$ cat config.mk
export PLATFORM = sky130hd
export DESIGN_NAME = smbblk_buffer
export DESIGN_NICKNAME = d
export VERILOG_FILES = /design/src/rtl/smbblk_pkg.sv /design/src/rtl/smbblk_store.sv /design/src/rtl/smbblk_seq.sv /design/src/rtl/smbblk_buffer.sv
export SDC_FILE = /design/constraint.sdc
export NUM_CORES = 1
export LEC_CHECK = 0
export ABC_AREA = 1
export BUFFER_PORTS_ARGS = -buffer_cell sky130_fd_sc_hd__buf_2
export CAP_MARGIN = 20
export CELL_PAD_IN_SITES_DETAIL_PLACEMENT = 0
export CELL_PAD_IN_SITES_GLOBAL_PLACEMENT = 1
export CORE_ASPECT_RATIO = 0.5
export CORE_MARGIN = 3
export CORE_UTILIZATION = 50
export CTS_CLUSTER_DIAMETER = 200
export CTS_CLUSTER_SIZE = 20
export DETAILED_ROUTE_END_ITERATION = 6
export MAX_ROUTING_LAYER = met4
export PLACE_DENSITY_LB_ADDON = 0.05
export SETUP_SLACK_MARGIN = 0.1
export SLEW_MARGIN = 20
export SYNTH_ARGS = -nofsm -noshare
export SYNTH_HDL_FRONTEND = slang
export SYNTH_SLANG_ARGS = --single-unit
$ cat constraint.sdc
create_clock -name clk -period 4.27 [get_ports clk]
set_clock_uncertainty 0.15 [all_clocks]
set_input_delay 0.6405 -clock clk [delete_from_list [all_inputs] [get_ports clk]]
set_output_delay 0.6405 -clock clk [all_outputs]
set_load 0.02 [all_outputs]
$ cat src/rtl/smbblk_pkg.sv
package smbblk_pkg;

   typedef logic [7:0] octet_t;

   typedef enum logic [2:0] {
      RA_STAT  = 3'd0,
      RA_CTRL  = 3'd1,
      RA_COUNT = 3'd2,
      RA_BDATA = 3'd3,
      RA_AUX   = 3'd4
   } reg_addr_e;

   typedef enum logic [1:0] {
      SQ_IDLE,
      SQ_COUNT,
      SQ_DATA,
      SQ_HOLD
   } seq_state_e;

   // status bit positions
   localparam int ST_BUSY  = 0;
   localparam int ST_DONE  = 1;
   localparam int ST_FAIL  = 2;
   localparam int ST_BDONE = 3;

   // control bit positions
   localparam int CT_READ  = 0;
   localparam int CT_LAST  = 1;
   localparam int CT_START = 7;

   // auxiliary bit positions
   localparam int AX_BUF   = 0;

endpackage

$ cat src/rtl/smbblk_store.sv
module smbblk_store
   import smbblk_pkg::*;
#(
   parameter int DEPTH = 32,
   parameter int IW    = $clog2(DEPTH + 1)
) (
   input  logic          clk,
   input  logic          rst_n,
   input  logic          idx_clr,
   input  logic          idx_step,
   input  logic          cpu_we,
   input  octet_t        cpu_wdata,
   input  octet_t        limit,
   output octet_t        cpu_rdata,
   input  logic [IW-1:0] bus_raddr,
   output octet_t        bus_rdata,
   input  logic          bus_we,
   input  logic [IW-1:0] bus_waddr,
   input  octet_t        bus_wdata
);

   localparam int AW = $clog2(DEPTH);
   localparam logic [IW-1:0] TOP = IW'(DEPTH);

   logic [DEPTH-1:0][7:0] cells;
   logic [IW-1:0]         idx;

   // one register per entry; the bus side wins over the CPU side
   generate
      for (genvar g = 0; g < DEPTH; g++) begin : g_cell
         octet_t q;
         always_ff @(posedge clk or negedge rst_n) begin
            if (!rst_n)
               q <= '0;
            else if (bus_we && bus_waddr == IW'(g))
               q <= bus_wdata;
            else if (cpu_we && idx == IW'(g))
               q <= cpu_wdata;
         end
         assign cells[g] = q;
      end
   endgenerate

   always_ff @(posedge clk or negedge rst_n) begin
      if (!rst_n)
         idx <= '0;
      else if (idx_clr)
         idx <= '0;
      else if (idx_step && idx != TOP)
         idx <= idx + 1'b1;
   end

   always_comb begin
      cpu_rdata = '0;
      if (idx < TOP && 9'(idx) < 9'(limit))
         cpu_rdata = cells[idx[AW-1:0]];
   end

   always_comb begin
      bus_rdata = '0;
      if (bus_raddr < TOP)
         bus_rdata = cells[bus_raddr[AW-1:0]];
   end

   a_r4_idx_bounded : assert property (@(posedge clk) disable iff (!rst_n)
      idx <= TOP);

   a_r3_idx_rewind : assert property (@(posedge clk) disable iff (!rst_n)
      idx_clr |=> idx == '0);

endmodule

$ cat src/rtl/smbblk_seq.sv
module smbblk_seq
   import smbblk_pkg::*;
#(
   parameter int DEPTH = 32,
   parameter int IW    = $clog2(DEPTH + 1)
) (
   input  logic          clk,
   input  logic          rst_n,
   input  logic          start,
   input  logic          go_read,
   input  logic          go_buf,
   input  octet_t        count,
   input  logic          last_mark,
   input  logic          clr_done,
   input  logic          clr_fail,
   input  logic          clr_bdone,
   output logic          busy,
   output logic          done_f,
   output logic          fail_f,
   output logic          bdone_f,
   output logic          tx_valid,
   output octet_t        tx_data,
   input  logic          tx_ready,
   input  logic          rx_valid,
   input  octet_t        rx_data,
   output logic          rx_ready,
   output logic          bus_last,
   output logic          bus_abort,
   output logic [IW-1:0] mem_raddr,
   input  octet_t        mem_rdata,
   output logic          mem_we,
   output logic [IW-1:0] mem_waddr,
   output octet_t        mem_wdata,
   input  octet_t        hold_q,
   output logic          hold_we,
   output octet_t        hold_wdata,
   output logic          cnt_we,
   output octet_t        cnt_wdata
);

   localparam octet_t MAXCNT = 8'(DEPTH);

   seq_state_e state;
   logic       rd_q;
   logic       buf_q;
   octet_t     pos;

   logic tx_fire, rx_fire, final_pos, count_ok, seq_end, in_xfer;
   logic [IW-1:0] pos_addr;

   assign in_xfer   = (state == SQ_COUNT) || (state == SQ_DATA);
   assign tx_valid  = !rd_q && in_xfer;
   assign rx_ready  = rd_q && in_xfer;
   assign tx_fire   = tx_valid && tx_ready;
   assign rx_fire   = rx_valid && rx_ready;
   assign busy      = (state != SQ_IDLE);
   assign final_pos = ({1'b0, pos} + 9'd1) == {1'b0, count};
   assign count_ok  = (rx_data != 8'd0) && (rx_data <= MAXCNT);
   assign pos_addr  = (pos < MAXCNT) ? pos[IW-1:0] : IW'(DEPTH);

   assign tx_data   = (state == SQ_COUNT) ? count : (buf_q ? mem_rdata : hold_q);
   assign mem_raddr = pos_addr;
   assign mem_we    = rx_fire && (state == SQ_DATA) && buf_q;
   assign mem_waddr = pos_addr;
   assign mem_wdata = rx_data;
   assign hold_we   = rx_fire && (state == SQ_DATA) && !buf_q;
   assign hold_wdata = rx_data;
   assign cnt_we    = rx_fire && (state == SQ_COUNT);
   assign cnt_wdata = rx_data;
   assign bus_abort = rx_fire && (state == SQ_COUNT) && !count_ok;
   assign bus_last  = rd_q && (state == SQ_DATA) && (final_pos || (!buf_q && last_mark));
   assign seq_end   = (state == SQ_DATA) && (tx_fire || rx_fire) &&
                      (final_pos || (rd_q && !buf_q && last_mark));

   always_ff @(posedge clk or negedge rst_n) begin
      if (!rst_n) begin
         state <= SQ_IDLE;
         rd_q  <= 1'b0;
         buf_q <= 1'b0;
         pos   <= '0;
      end else begin
         unique case (state)
            SQ_IDLE: if (start) begin
               state <= SQ_COUNT;
               rd_q  <= go_read;
               buf_q <= go_buf;
               pos   <= '0;
            end
            SQ_COUNT: begin
               if (tx_fire)
                  state <= (count == 8'd0) ? SQ_IDLE : SQ_DATA;
               else if (rx_fire)
                  state <= count_ok ? SQ_DATA : SQ_IDLE;
            end
            SQ_DATA: if (tx_fire || rx_fire) begin
               pos <= pos + 8'd1;
               if (seq_end)
                  state <= SQ_IDLE;
               else if (!buf_q)
                  state <= SQ_HOLD;
            end
            SQ_HOLD: if (!bdone_f) state <= SQ_DATA;
            default: state <= SQ_IDLE;
         endcase
      end
   end

   // status flags: set events win over software clears
   always_ff @(posedge clk or negedge rst_n) begin
      if (!rst_n) begin
         done_f  <= 1'b0;
         fail_f  <= 1'b0;
         bdone_f <= 1'b0;
      end else if (state == SQ_IDLE && start) begin
         done_f  <= 1'b0;
         fail_f  <= 1'b0;
         bdone_f <= 1'b0;
      end else begin
         if (seq_end || (state == SQ_COUNT && tx_fire && count == 8'd0))
            done_f <= 1'b1;
         else if (clr_done)
            done_f <= 1'b0;

         if (bus_abort)
            fail_f <= 1'b1;
         else if (clr_fail)
            fail_f <= 1'b0;

         if (state == SQ_DATA && !buf_q && (tx_fire || rx_fire))
            bdone_f <= 1'b1;
         else if (clr_bdone)
            bdone_f <= 1'b0;
      end
   end

   a_r8_stall_on_bdone : assert property (@(posedge clk) disable iff (!rst_n)
      (busy && bdone_f) |-> (!tx_valid && !rx_ready));

   a_r7_abort_ends : assert property (@(posedge clk) disable iff (!rst_n)
      bus_abort |=> (!busy && fail_f));

   a_r10_marker_ends : assert property (@(posedge clk) disable iff (!rst_n)
      (rx_fire && state == SQ_DATA && !buf_q && last_mark) |=> !busy);

   a_r5_one_direction : assert property (@(posedge clk) disable iff (!rst_n)
      !(tx_valid && rx_ready));

   a_r12_start_guarded : assert property (@(posedge clk) disable iff (!rst_n)
      (busy && start) |=> (rd_q == $past(rd_q)));

endmodule

$ cat src/rtl/smbblk_buffer.sv
module smbblk_buffer
   import smbblk_pkg::*;
#(
   parameter int DEPTH = 32
) (
   input  logic       clk,
   input  logic       rst_n,
   input  logic       cpu_wr,
   input  logic       cpu_rd,
   input  logic [2:0] cpu_addr,
   input  logic [7:0] cpu_wdata,
   output logic [7:0] cpu_rdata,
   output logic       tx_valid,
   output logic [7:0] tx_data,
   input  logic       tx_ready,
   input  logic       rx_valid,
   input  logic [7:0] rx_data,
   output logic       rx_ready,
   output logic       bus_last,
   output logic       bus_abort,
   output logic       busy
);

   localparam int IW = $clog2(DEPTH + 1);

   generate
      if (DEPTH < 2 || DEPTH > 255) begin : g_bad_depth
         $error("smbblk_buffer: DEPTH must lie in 2..255");
      end
   endgenerate

   logic   aux_buf, ctl_read, ctl_last;
   octet_t count_q, hold_q, store_rdata, mem_rdata, mem_wdata, hold_wdata, cnt_wdata;
   logic   done_f, fail_f, bdone_f;
   logic   mem_we, hold_we, cnt_we;
   logic [IW-1:0] mem_raddr, mem_waddr;
   logic   sel_stat, sel_ctrl, sel_count, sel_bdata, sel_aux, start_req;

   assign sel_stat  = cpu_addr == RA_STAT;
   assign sel_ctrl  = cpu_addr == RA_CTRL;
   assign sel_count = cpu_addr == RA_COUNT;
   assign sel_bdata = cpu_addr == RA_BDATA;
   assign sel_aux   = cpu_addr == RA_AUX;
   assign start_req = cpu_wr && sel_ctrl && cpu_wdata[CT_START];

   always_ff @(posedge clk or negedge rst_n) begin
      if (!rst_n) begin
         aux_buf  <= 1'b0;
         ctl_read <= 1'b0;
         ctl_last <= 1'b0;
         count_q  <= '0;
         hold_q   <= '0;
      end else begin
         if (cpu_wr && sel_aux)
            aux_buf <= cpu_wdata[AX_BUF];
         if (cpu_wr && sel_ctrl) begin
            ctl_last <= cpu_wdata[CT_LAST];
            if (!busy)
               ctl_read <= cpu_wdata[CT_READ];
         end
         if (cnt_we)
            count_q <= cnt_wdata;
         else if (cpu_wr && sel_count && !busy)
            count_q <= cpu_wdata;
         if (hold_we)
            hold_q <= hold_wdata;
         else if (cpu_wr && sel_bdata && !aux_buf)
            hold_q <= cpu_wdata;
      end
   end

   always_comb begin
      unique case (reg_addr_e'(cpu_addr))
         RA_STAT:  cpu_rdata = {4'b0, bdone_f, fail_f, done_f, busy};
         RA_CTRL:  cpu_rdata = {6'b0, ctl_last, ctl_read};
         RA_COUNT: cpu_rdata = count_q;
         RA_BDATA: cpu_rdata = aux_buf ? store_rdata : hold_q;
         RA_AUX:   cpu_rdata = {7'b0, aux_buf};
         default:  cpu_rdata = '0;
      endcase
   end

   smbblk_store #(.DEPTH(DEPTH), .IW(IW)) u_store (
      .clk       (clk),
      .rst_n     (rst_n),
      .idx_clr   (cpu_rd && sel_ctrl),
      .idx_step  ((cpu_rd || cpu_wr) && sel_bdata && aux_buf),
      .cpu_we    (cpu_wr && sel_bdata && aux_buf && !busy),
      .cpu_wdata (cpu_wdata),
      .limit     (count_q),
      .cpu_rdata (store_rdata),
      .bus_raddr (mem_raddr),
      .bus_rdata (mem_rdata),
      .bus_we    (mem_we),
      .bus_waddr (mem_waddr),
      .bus_wdata (mem_wdata)
   );

   smbblk_seq #(.DEPTH(DEPTH), .IW(IW)) u_seq (
      .clk        (clk),
      .rst_n      (rst_n),
      .start      (start_req),
      .go_read    (cpu_wdata[CT_READ]),
      .go_buf     (aux_buf),
      .count      (count_q),
      .last_mark  (ctl_last),
      .clr_done   (cpu_wr && sel_stat && cpu_wdata[ST_DONE]),
      .clr_fail   (cpu_wr && sel_stat && cpu_wdata[ST_FAIL]),
      .clr_bdone  (cpu_wr && sel_stat && cpu_wdata[ST_BDONE]),
      .busy       (busy),
      .done_f     (done_f),
      .fail_f     (fail_f),
      .bdone_f    (bdone_f),
      .tx_valid   (tx_valid),
      .tx_data    (tx_data),
      .tx_ready   (tx_ready),
      .rx_valid   (rx_valid),
      .rx_data    (rx_data),
      .rx_ready   (rx_ready),
      .bus_last   (bus_last),
      .bus_abort  (bus_abort),
      .mem_raddr  (mem_raddr),
      .mem_rdata  (mem_rdata),
      .mem_we     (mem_we),
      .mem_waddr  (mem_waddr),
      .mem_wdata  (mem_wdata),
      .hold_q     (hold_q),
      .hold_we    (hold_we),
      .hold_wdata (hold_wdata),
      .cnt_we     (cnt_we),
      .cnt_wdata  (cnt_wdata)
   );

   a_r2_mode_latched : assert property (@(posedge clk) disable iff (!rst_n)
      (cpu_wr && sel_aux) |=> (aux_buf == $past(cpu_wdata[AX_BUF])));

endmodule

==> results of run 1 <==
-- through the flow --
stage	utilization (%)	total power, uW	cells	setup slack [ps]
finish	54.3	8250	3298	106
floorplan	-	4920	2804	1510
global route	54.3	8540	3298	92.6
global placement	52.8	6140	3273	656
CTS	54.1	8050	3296	136
detailed placement	52.8	6150	3273	617
-- report_power, final --
part           switching, uW  internal [uW]  total, uW
clock                   1100            866       1960
combinational           2240            846       3090
sequential               225           2980       3200
-- state kept, by name, summed over array words and instances, names as in the netlist, 2 cells and up --
| register | count |
|---|---|
| hold_q | 8 |
| u_store.idx | 6 |
| u_seq.pos | 8 |
| u_store.g_cell.q | 256 |
| count_q | 8 |
| u_seq.state | 2 |
-- area by class of cell --
type / instances / area, sq um
antenna: 2 / 5.00
clock buffer: 21 / 483
clock inverter: 1 / 30.0
fill: 3960 / 17900
inverter: 261 / 1000
multi-input combinational: 2070 / 10800
sequential: 296 / 7410
tap: 530 / 663
timing repair buffer: 117 / 905
-- cell usage in the layout (no fill, tap or decap), drive strengths merged, types with 13 or more instances in the layout --
cell and n:
ha 14, nor2 314, nand3 143, a21oi 191, o211ai 16, o221ai 45, nand2 844, dfrtp 296
o21ai 162, nor3 28, inv 255, o31ai 24, buf 115, nand4 24, o22ai 13, clkbuf 22
o311ai 216
-- worst register-to-register path: cells and delay by family, from the launching register on --
kind / cells / cell delay (ps)
AOI/OAI and AO/OA: 1 / 120
buffers and inverters: 3 / 810
DFF: 1 / 610
and+or+nand+nor: 4 / 1520
-- repair_timing --
action | 4_1_cts | 5_1_grt
hold buffers | 1 | 0
resized for setup | 2 | 26
setup endpoints to repair | 1 | 16
endpoints found under the hold margin | 6 | 0
-- cell families after synthesis --
logic type,Yosys count,share of synthesized area (%)
AND/OR/NAND/NOR,1358,28.8
adder cells (fa/ha/maj),14,0.876
flip-flops,296,37.0
XOR/XNOR,4,0.244
AO/OA/AOI/OAI,694,23.7
buffers and inverters,438,9.34
-- how the worst max path moves through the flow --
stage / startpoint / to / slack (ps) / depth (start not counted)
3_3_place_gp: u_seq.pos[6]$_DFFE_PN0P_ / tx_data[0] / 660 / 13
3_5_place_dp: u_seq.pos[7]$_DFFE_PN0P_ / tx_data[0] / 620 / 13
4_1_cts: u_seq.pos[5]$_DFFE_PN0P_ / tx_data[1] / 140 / 16
6_report: u_seq.pos[6]$_DFFE_PN0P_ / tx_data[6] / 110 / 15
5_1_grt: u_seq.pos[5]$_DFFE_PN0P_ / tx_data[1] / 90 / 15
2_1_floorplan: u_seq.pos[6]$_DFFE_PN0P_ / tx_data[3] / 1510 / 14
-- per-layer routing --
layer	wire length, um	global-route usage, %
met3	14800	16.7
met2	37000	60.4
met4	3510	14.0
met1	38000	62.0
met5	0	-
==> results by stage, run 1 <==
Route:
- The initial detailed-routing violation count is about 3.8k.
- The routed wirelength normalized by instance count is roughly 28 um.
- The final routed DRC violation total is 0.
- Wires add up to 93.4 mm.
- In the routed layout, each cell is associated on average with a via count of ~6.6.
- The count of nets left with antenna violations after detail routing is 0.
- The first detailed-routing pass took 6 iterations.
- The vias after detailed routing is 21.9k.

Status:
- The flow ran to the end, and the final reports show no timing, DRC or antenna violations.

Hold path:
- The end point of the most critical hold path is aux_buf$_DFFE_PN0P_.
- The start point of the worst hold path is cpu_wr.
- The worst hold path passes through 3 cells.
- The class of the most critical hold timing path is in -> reg.

Global route:
- The global-route usage over all layers is 44.8%.
- The wire length of the first global-routing pass is ~140 mm.
- The overflow left after global routing is 0.
- Entering global routing, the biggest net connects around 110 pins.
- The initial antenna violation count was 2.
- The number of global-route vias before repair is a little over 20k.

Synthesis:
- The number of flip-flops and latches in the synthesized netlist is between 200 and 300.
- The total of warnings raised by yosys is 0.
- The commonest cells after synthesis are sky130_fd_sc_hd__nand2_1, sky130_fd_sc_hd__dfrtp_1, sky130_fd_sc_hd__nor2_1.
- The summed instance area of the synthesized netlist is roughly 20,000 sq um.
- Among all cell types in the netlist, the one instantiated most often is sky130_fd_sc_hd__nand2_1.
- Synthesis produced a netlist with a net count of 2,843.
- The mean instance size in the synthesized netlist is 7.13 sq um.
- Summing the sequential cell areas from Yosys gives 37.0% of the chip area.
- The area fraction of the dominant cell type after synthesis is 37.0%.
- In the post-synthesis netlist, the biggest area contributors are sky130_fd_sc_hd__dfrtp_1, sky130_fd_sc_hd__nand2_1, sky130_fd_sc_hd__o311ai_0, sky130_fd_sc_hd__nor2_1, sky130_fd_sc_hd__a21oi_1.
- The largest total area in the synthesized netlist belongs to sky130_fd_sc_hd__dfrtp_1.
- The share of synthesized flip-flops with an asynchronous set or reset is 100%.
- The synthesized design contains 0 enable-type register cells.
- In this run, distinct cell masters in the synthesized netlist total 55.
- Synthesis produced a netlist whose cell count is roughly 2.8k.
- For this run, the leading register cell type out of synthesis is sky130_fd_sc_hd__dfrtp_1.

Worst setup path:
- The capturing element type of the critical path is a primary output.
- The category of the worst setup path launch point is a flop.
- The critical path contains buffers and inverters numbering 4 combined.
- The reg-to-reg critical path endpoint is u_store.g_cell[26].q[6]$_DFFE_PN0P_.
- The kind of critical path is reg -> out.
- The cell that appears most often on the critical path is sky130_fd_sc_hd__nand2_1.
- The worst register-to-register path begins at u_store.idx[4]$_DFFE_PN0P_.
- The longest individual stage delay on the worst path is ~450 ps.
- The cell family contributing the most delay on the critical path is simple AND/OR/NAND/NOR gates.
- The worst setup slack for register-to-register paths is about 950 ps.
- The required time reported for the critical path endpoint is 3480 ps.
- The largest individual stage delay along the critical path comes from the cell sky130_fd_sc_hd__dfrtp_1.
- The signal on the critical path passes through nor2_4, nand2_8, a21oi_4, inv_4, buf_6, nand2_1, nand4_1, nand2_1, nand2_1, inv_1, nand3_1, nand2_1, nand2_1, a21oi_1, buf_2.
- The largest fanout on the critical path is 22.
- The path depth of the worst reg2reg path is 8.
- The worst path arrival time is roughly 3400 ps.

Timing:
- The max-slew violation count came to 0.
- The upper clock frequency limit is 240 MHz.
- The post-route minimum period is 4160 ps.
- In this run the tightest slew margin relative to its limit is between 20% and 30%.
- The share of the clock period used by the worst path after layout is between 90% and 100%.
- For the pin with the worst max-slew slack, the measured transition is 1060 ps.
- Setup violations remaining at the end of the flow were counted as 0.
- The final-report hold violation count is 0.
- Setup repair after global routing left no endpoint under its margin.
- The tightest hold path in the finished design has a slack of about 260 ps.
- In the final timing run, aggregate negative setup slack is 0 ps.

CTS:
- Clock latency on the worst-skew pair, taken at its later pin, is ~570 ps.
- The tree is rooted in a sky130_fd_sc_hd__clkbuf_16.
- The count of H-tree levels built during CTS is 1.
- No sink is reached through more buffers than the 3 on the longest clock path.
- TritonCTS built the clock tree.
- TritonCTS created 18 clock buffers.
- The number of buffers inserted to repair setup after CTS is 0.
- The clock sink count is about 300.
- After clock tree synthesis, the clock-pin slew on the worst setup and hold paths is between 100 and 150 ps.

Placed design:
- The total cell area at the placement stage is about 21,000 sq um.
- The congestion estimate from routability-driven global placement came to roughly 1.1.
- The half-perimeter wire length after placement is approximately 64 mm.
- The number of buffers inserted by port buffering is 45.

Floorplanning:
- The standard cell core area is about 40,000 sq um.
- The initial core utilization is about half.
- The die boundary width is about 290 um.
- The floorplan has a little over 50 rows.
- The count of boundary I/O pins is 46.
- Measured along the y axis, the die boundary spans approximately 150 um.
- The area of the die is roughly 43,000 sq um.

Finish:
- The ratio of cells with drive above 1 in the final layout is ~9.9%.
- Once layout is done, the placed cells without fillers occupy approximately 21,000 sq um.
- The final layout contains around 2.8k nets.
- The signed area change from the synthesized netlist to the final layout is 6.37%.

Flow run:
- Across the run, the number of max-cap violations was 0.

Power and ir drop:
- The worst-case IR drop observed on VDD is 225 uV.
- The power density normalized to cell area is approximately 390 nW/um^2.
- In this run the static leakage power is between 0.008 and 0.009 uW.
No activity file was read; power rests on OpenSTA's default activity.
==> run 2, diff against run 1 <==
CELL_PAD_IN_SITES_DETAIL_PLACEMENT = 1   (was 0)
==> results by stage, run 2 (same netlist as run 1, synthesis figures left out) <==
Timing:
- The share of the clock period used by the worst path after layout is 97.8% (+0.28 points).
- Setup repair after global routing could not meet its margin everywhere.
- The number of setup violations in the final report was 0 (unchanged).
- The post-route minimum period was 4180 ps (+12.1 ps).
- The final-layout setup total negative slack is 0 ps (unchanged).
- The pin slew with the least headroom to its limit was 1110 ps (+47.4 ps).
- The upper clock frequency limit was 239 MHz (-0.29%).
- The relative slew slack is 26.0% (-3.2 points).
- The final-report hold violation count is 0 (unchanged).
- The max-slew violation count came to 0 (unchanged).

Global route:
- The global-route usage over all layers is 47.3% (+2.5 points).
- The initial antenna violation count is 5 (+3).
- The number of global-route vias before repair is 22.1k (+9.7%).
- The overflow left after global routing is 0 (unchanged).
- The largest net degree at the start of global routing is 112 (unchanged).
- The wire length of the first global-routing pass is 145 mm (+6.1%).

Finish:
- Counting flops per register, the top entry is u_store.g_cell.q.
- Leaving out fill and tap cells, the most frequent cell in the layout is sky130_fd_sc_hd__nand2_1.
- The number of flip-flops in the largest register is 256 (unchanged).
- Relative to the synthesized area, the layout overhead comes to 6.54%.
- The core utilization of the finished layout is 54.4% (+0.086 points).
- The ratio of cells with drive above 1 in the final layout is 10.1% (+0.14 points).
- The post-layout instance count excluding filler cells is 3,306 (+0.24%).
- The number of nets at the end of the flow came to 2,806 (+0.11%).
- In the layout the commonest cells are sky130_fd_sc_hd__nand2_1, sky130_fd_sc_hd__dfrtp_1, sky130_fd_sc_hd__nor2_1.
- The layout filler cell count was 5,116 (+29%).

Floorplanning:
- The count of boundary I/O pins is 46 (unchanged).
- The initial core utilization came to 51.1% (unchanged).
- The area of the die came to 42,600 sq um (unchanged).
- The standard cell core area came to 39,200 sq um (unchanged).
- The number of rows in the core area is 51 (unchanged).
- The die span in y is 147 um (unchanged).
- The die boundary width is 289 um (unchanged).

Power and ir drop:
- The static leakage power was 0.00879 uW (+0.17%).
- The power density normalized to cell area is 389 nW/um^2 (+0.39%).
- The maximum vdd ir drop is 310 uV (+38%).

Worst setup path:
- Walking the worst path, the cells encountered are buf_16, o21ai_0, o21ai_0, nand2_1, nand4_1, o21ai_1, nand3_1, o211ai_1, buf_2.
- The category of the worst setup path launch point is a flop.
- The cell seen most often among critical-path stages is sky130_fd_sc_hd__o21ai_0.
- The origin of the critical flop-to-flop path is u_store.idx[0]$_DFFE_PN0P_.
- The combined buffer and inverter count along the critical path came to 2 (-2).
- The slowest cell on the critical path is sky130_fd_sc_hd__o21ai_0.
- The longest individual stage delay on the worst path is 580 ps (+130 ps).
- The capturing element type of the critical path is a primary output.
- The dominant delay contributor by cell family on the critical path is compound AO/OA/AOI/OAI gates.
- The worst path arrival time is 3390 ps (+20 ps).
- The origin of the worst setup path is u_store.idx[0]$_DFFE_PN0P_.
- The largest fanout on the critical path is 111 (+400%).
- The required time reported for the critical path endpoint is 3480 ps (about the same).
- The worst setup path is of the reg -> out kind.

CTS:
- The clock root buffer master is sky130_fd_sc_hd__clkbuf_16.
- The number of buffers on the longest clock path is 3 (unchanged).
- The source-to-sink clock delay at the later pin of the worst-skew pair is 580 ps (about the same).
- The number of buffers added by the clock tree synthesis step is 18 (unchanged).
- The count of H-tree levels built during CTS is 1 (unchanged).
- The clock sink count is 296 (unchanged).
- TritonCTS built the clock tree.
- The clock-pin slew on the worst setup and hold paths is 110 ps (about the same).

Placed design:
- The final RePlAce weighted congestion is 1.08 (unchanged).
- The half-perimeter wire length after placement is 68.9 mm (+7.4%).
- The cell count after placement is 3,273 (unchanged).
- The number of buffers inserted by port buffering was 45 (unchanged).

Route:
- The final routed DRC violation total is 2 (+2).
- The routed wirelength normalized by instance count is 29.9 um (+5.8%).
- The initial detailed-routing violation count is 3,039 (-19%).
- The total wirelength of the detailed-routed design was 99.0 mm (+6.0%).
- The first-pass iteration count of the detailed router is 7 (+1).
- The count of nets left with antenna violations after detail routing is 0 (unchanged).
- The vias after detailed routing is 22.8k (+4.2%).
- The via density per instance is 6.89 (+3.9%).

Status:
- The flow ran to the end, but the final reports show violations.
- The checks that failed: DRC.

Hold path:
- The min-delay analysis places its worst path in the category in -> reg.
- In this run the most critical hold path is launched from cpu_wr.

Flow run:
- The max-capacitance violation count came to 0 (unchanged).
-- run 2: cell types whose count changed in the layout (fill, tap and decap cells not counted), sizes merged --
| cell | change |
|---|---|
| buf | +4 |
| clkbuf | -3 |
| clkinv | +2 |
| clkinvlp | -1 |
| diode | +6 |
-- run 2: worst paths after layout --
check	endpoint	slack, ps	depth (start not counted)
setup / recovery	cpu_rdata[4]	90	9
hold / removal	aux_buf$_DFFE_PN0P_	260	3
setup reg to reg	u_store.g_cell[3].q[6]$_DFFE_PN0P_	940	9
hold reg to reg	u_store.g_cell[12].q[5]$_DFFE_PN0P_	350	2
max in group asynchronous	u_store.g_cell[4].q[1]$_DFFE_PN0P_	2420	3
min in group asynchronous	ctl_read$_DFFE_PN0P_	560	2
-- run 2: cell type report --
cell class                      instances  area (sq um)  share of cell area, %
Inverter                              261           998                   4.69
Sequential cell                       296          7410                   34.8
Multi-Input combinational cell       2070         10800                   50.6
Clock inverter                          2          46.3                  0.217
Antenna cell                            8          20.0                 0.0939
Timing Repair Buffer                  120           940                   4.41
Clock buffer                           19           454                   2.13
Tap cell                              530           663                   3.11
-- run 2: tightest hold or removal path: cells and delay by family --
kind	cells	cell delay, ps
buf+inv	1	120
compound gates	1	70
simple gates	1	90
-- run 2: metrics by stage --
stage	area, sq um	hold WS [ps]	power, uW	worst slack [ps]
6_report	21300	261	8300	94.0
2_1_floorplan	20000	195	4920	1510
4_1_cts	21200	257	8070	116
5_1_grt	21300	283	8560	76.0
3_5_place_dp	20700	331	6200	617
3_3_place_gp	20700	322	6140	656
-- run 2: repair_timing --
action | 4_1_cts | 5_1_grt
pin swaps | 0 | 1
cloned | 0 | 0
resized for setup | 5 | 28
hold buffers | 1 | 0
endpoints found under the hold margin | 16 | 0
setup buffers | 0 | 3
setup endpoints to repair | 5 | 13
-- run 2: per-layer routing --
layer  up-vias  GRT usage [%]  part of all wire [%]
li1       9538              -                     -
met1     11200           62.6                    40
met2      1678           65.5                    40
met3       346           18.1                    15
met4         0           18.1                   5.0
met5         -              -                     0
-- run 2: power by group --
part	leakage [uW]	internal [uW]	total (uW)	switching, uW
logic	0.00468	859	3160	2300
clock network	0.000244	830	1930	1100
registers	0.00387	2980	3210	234
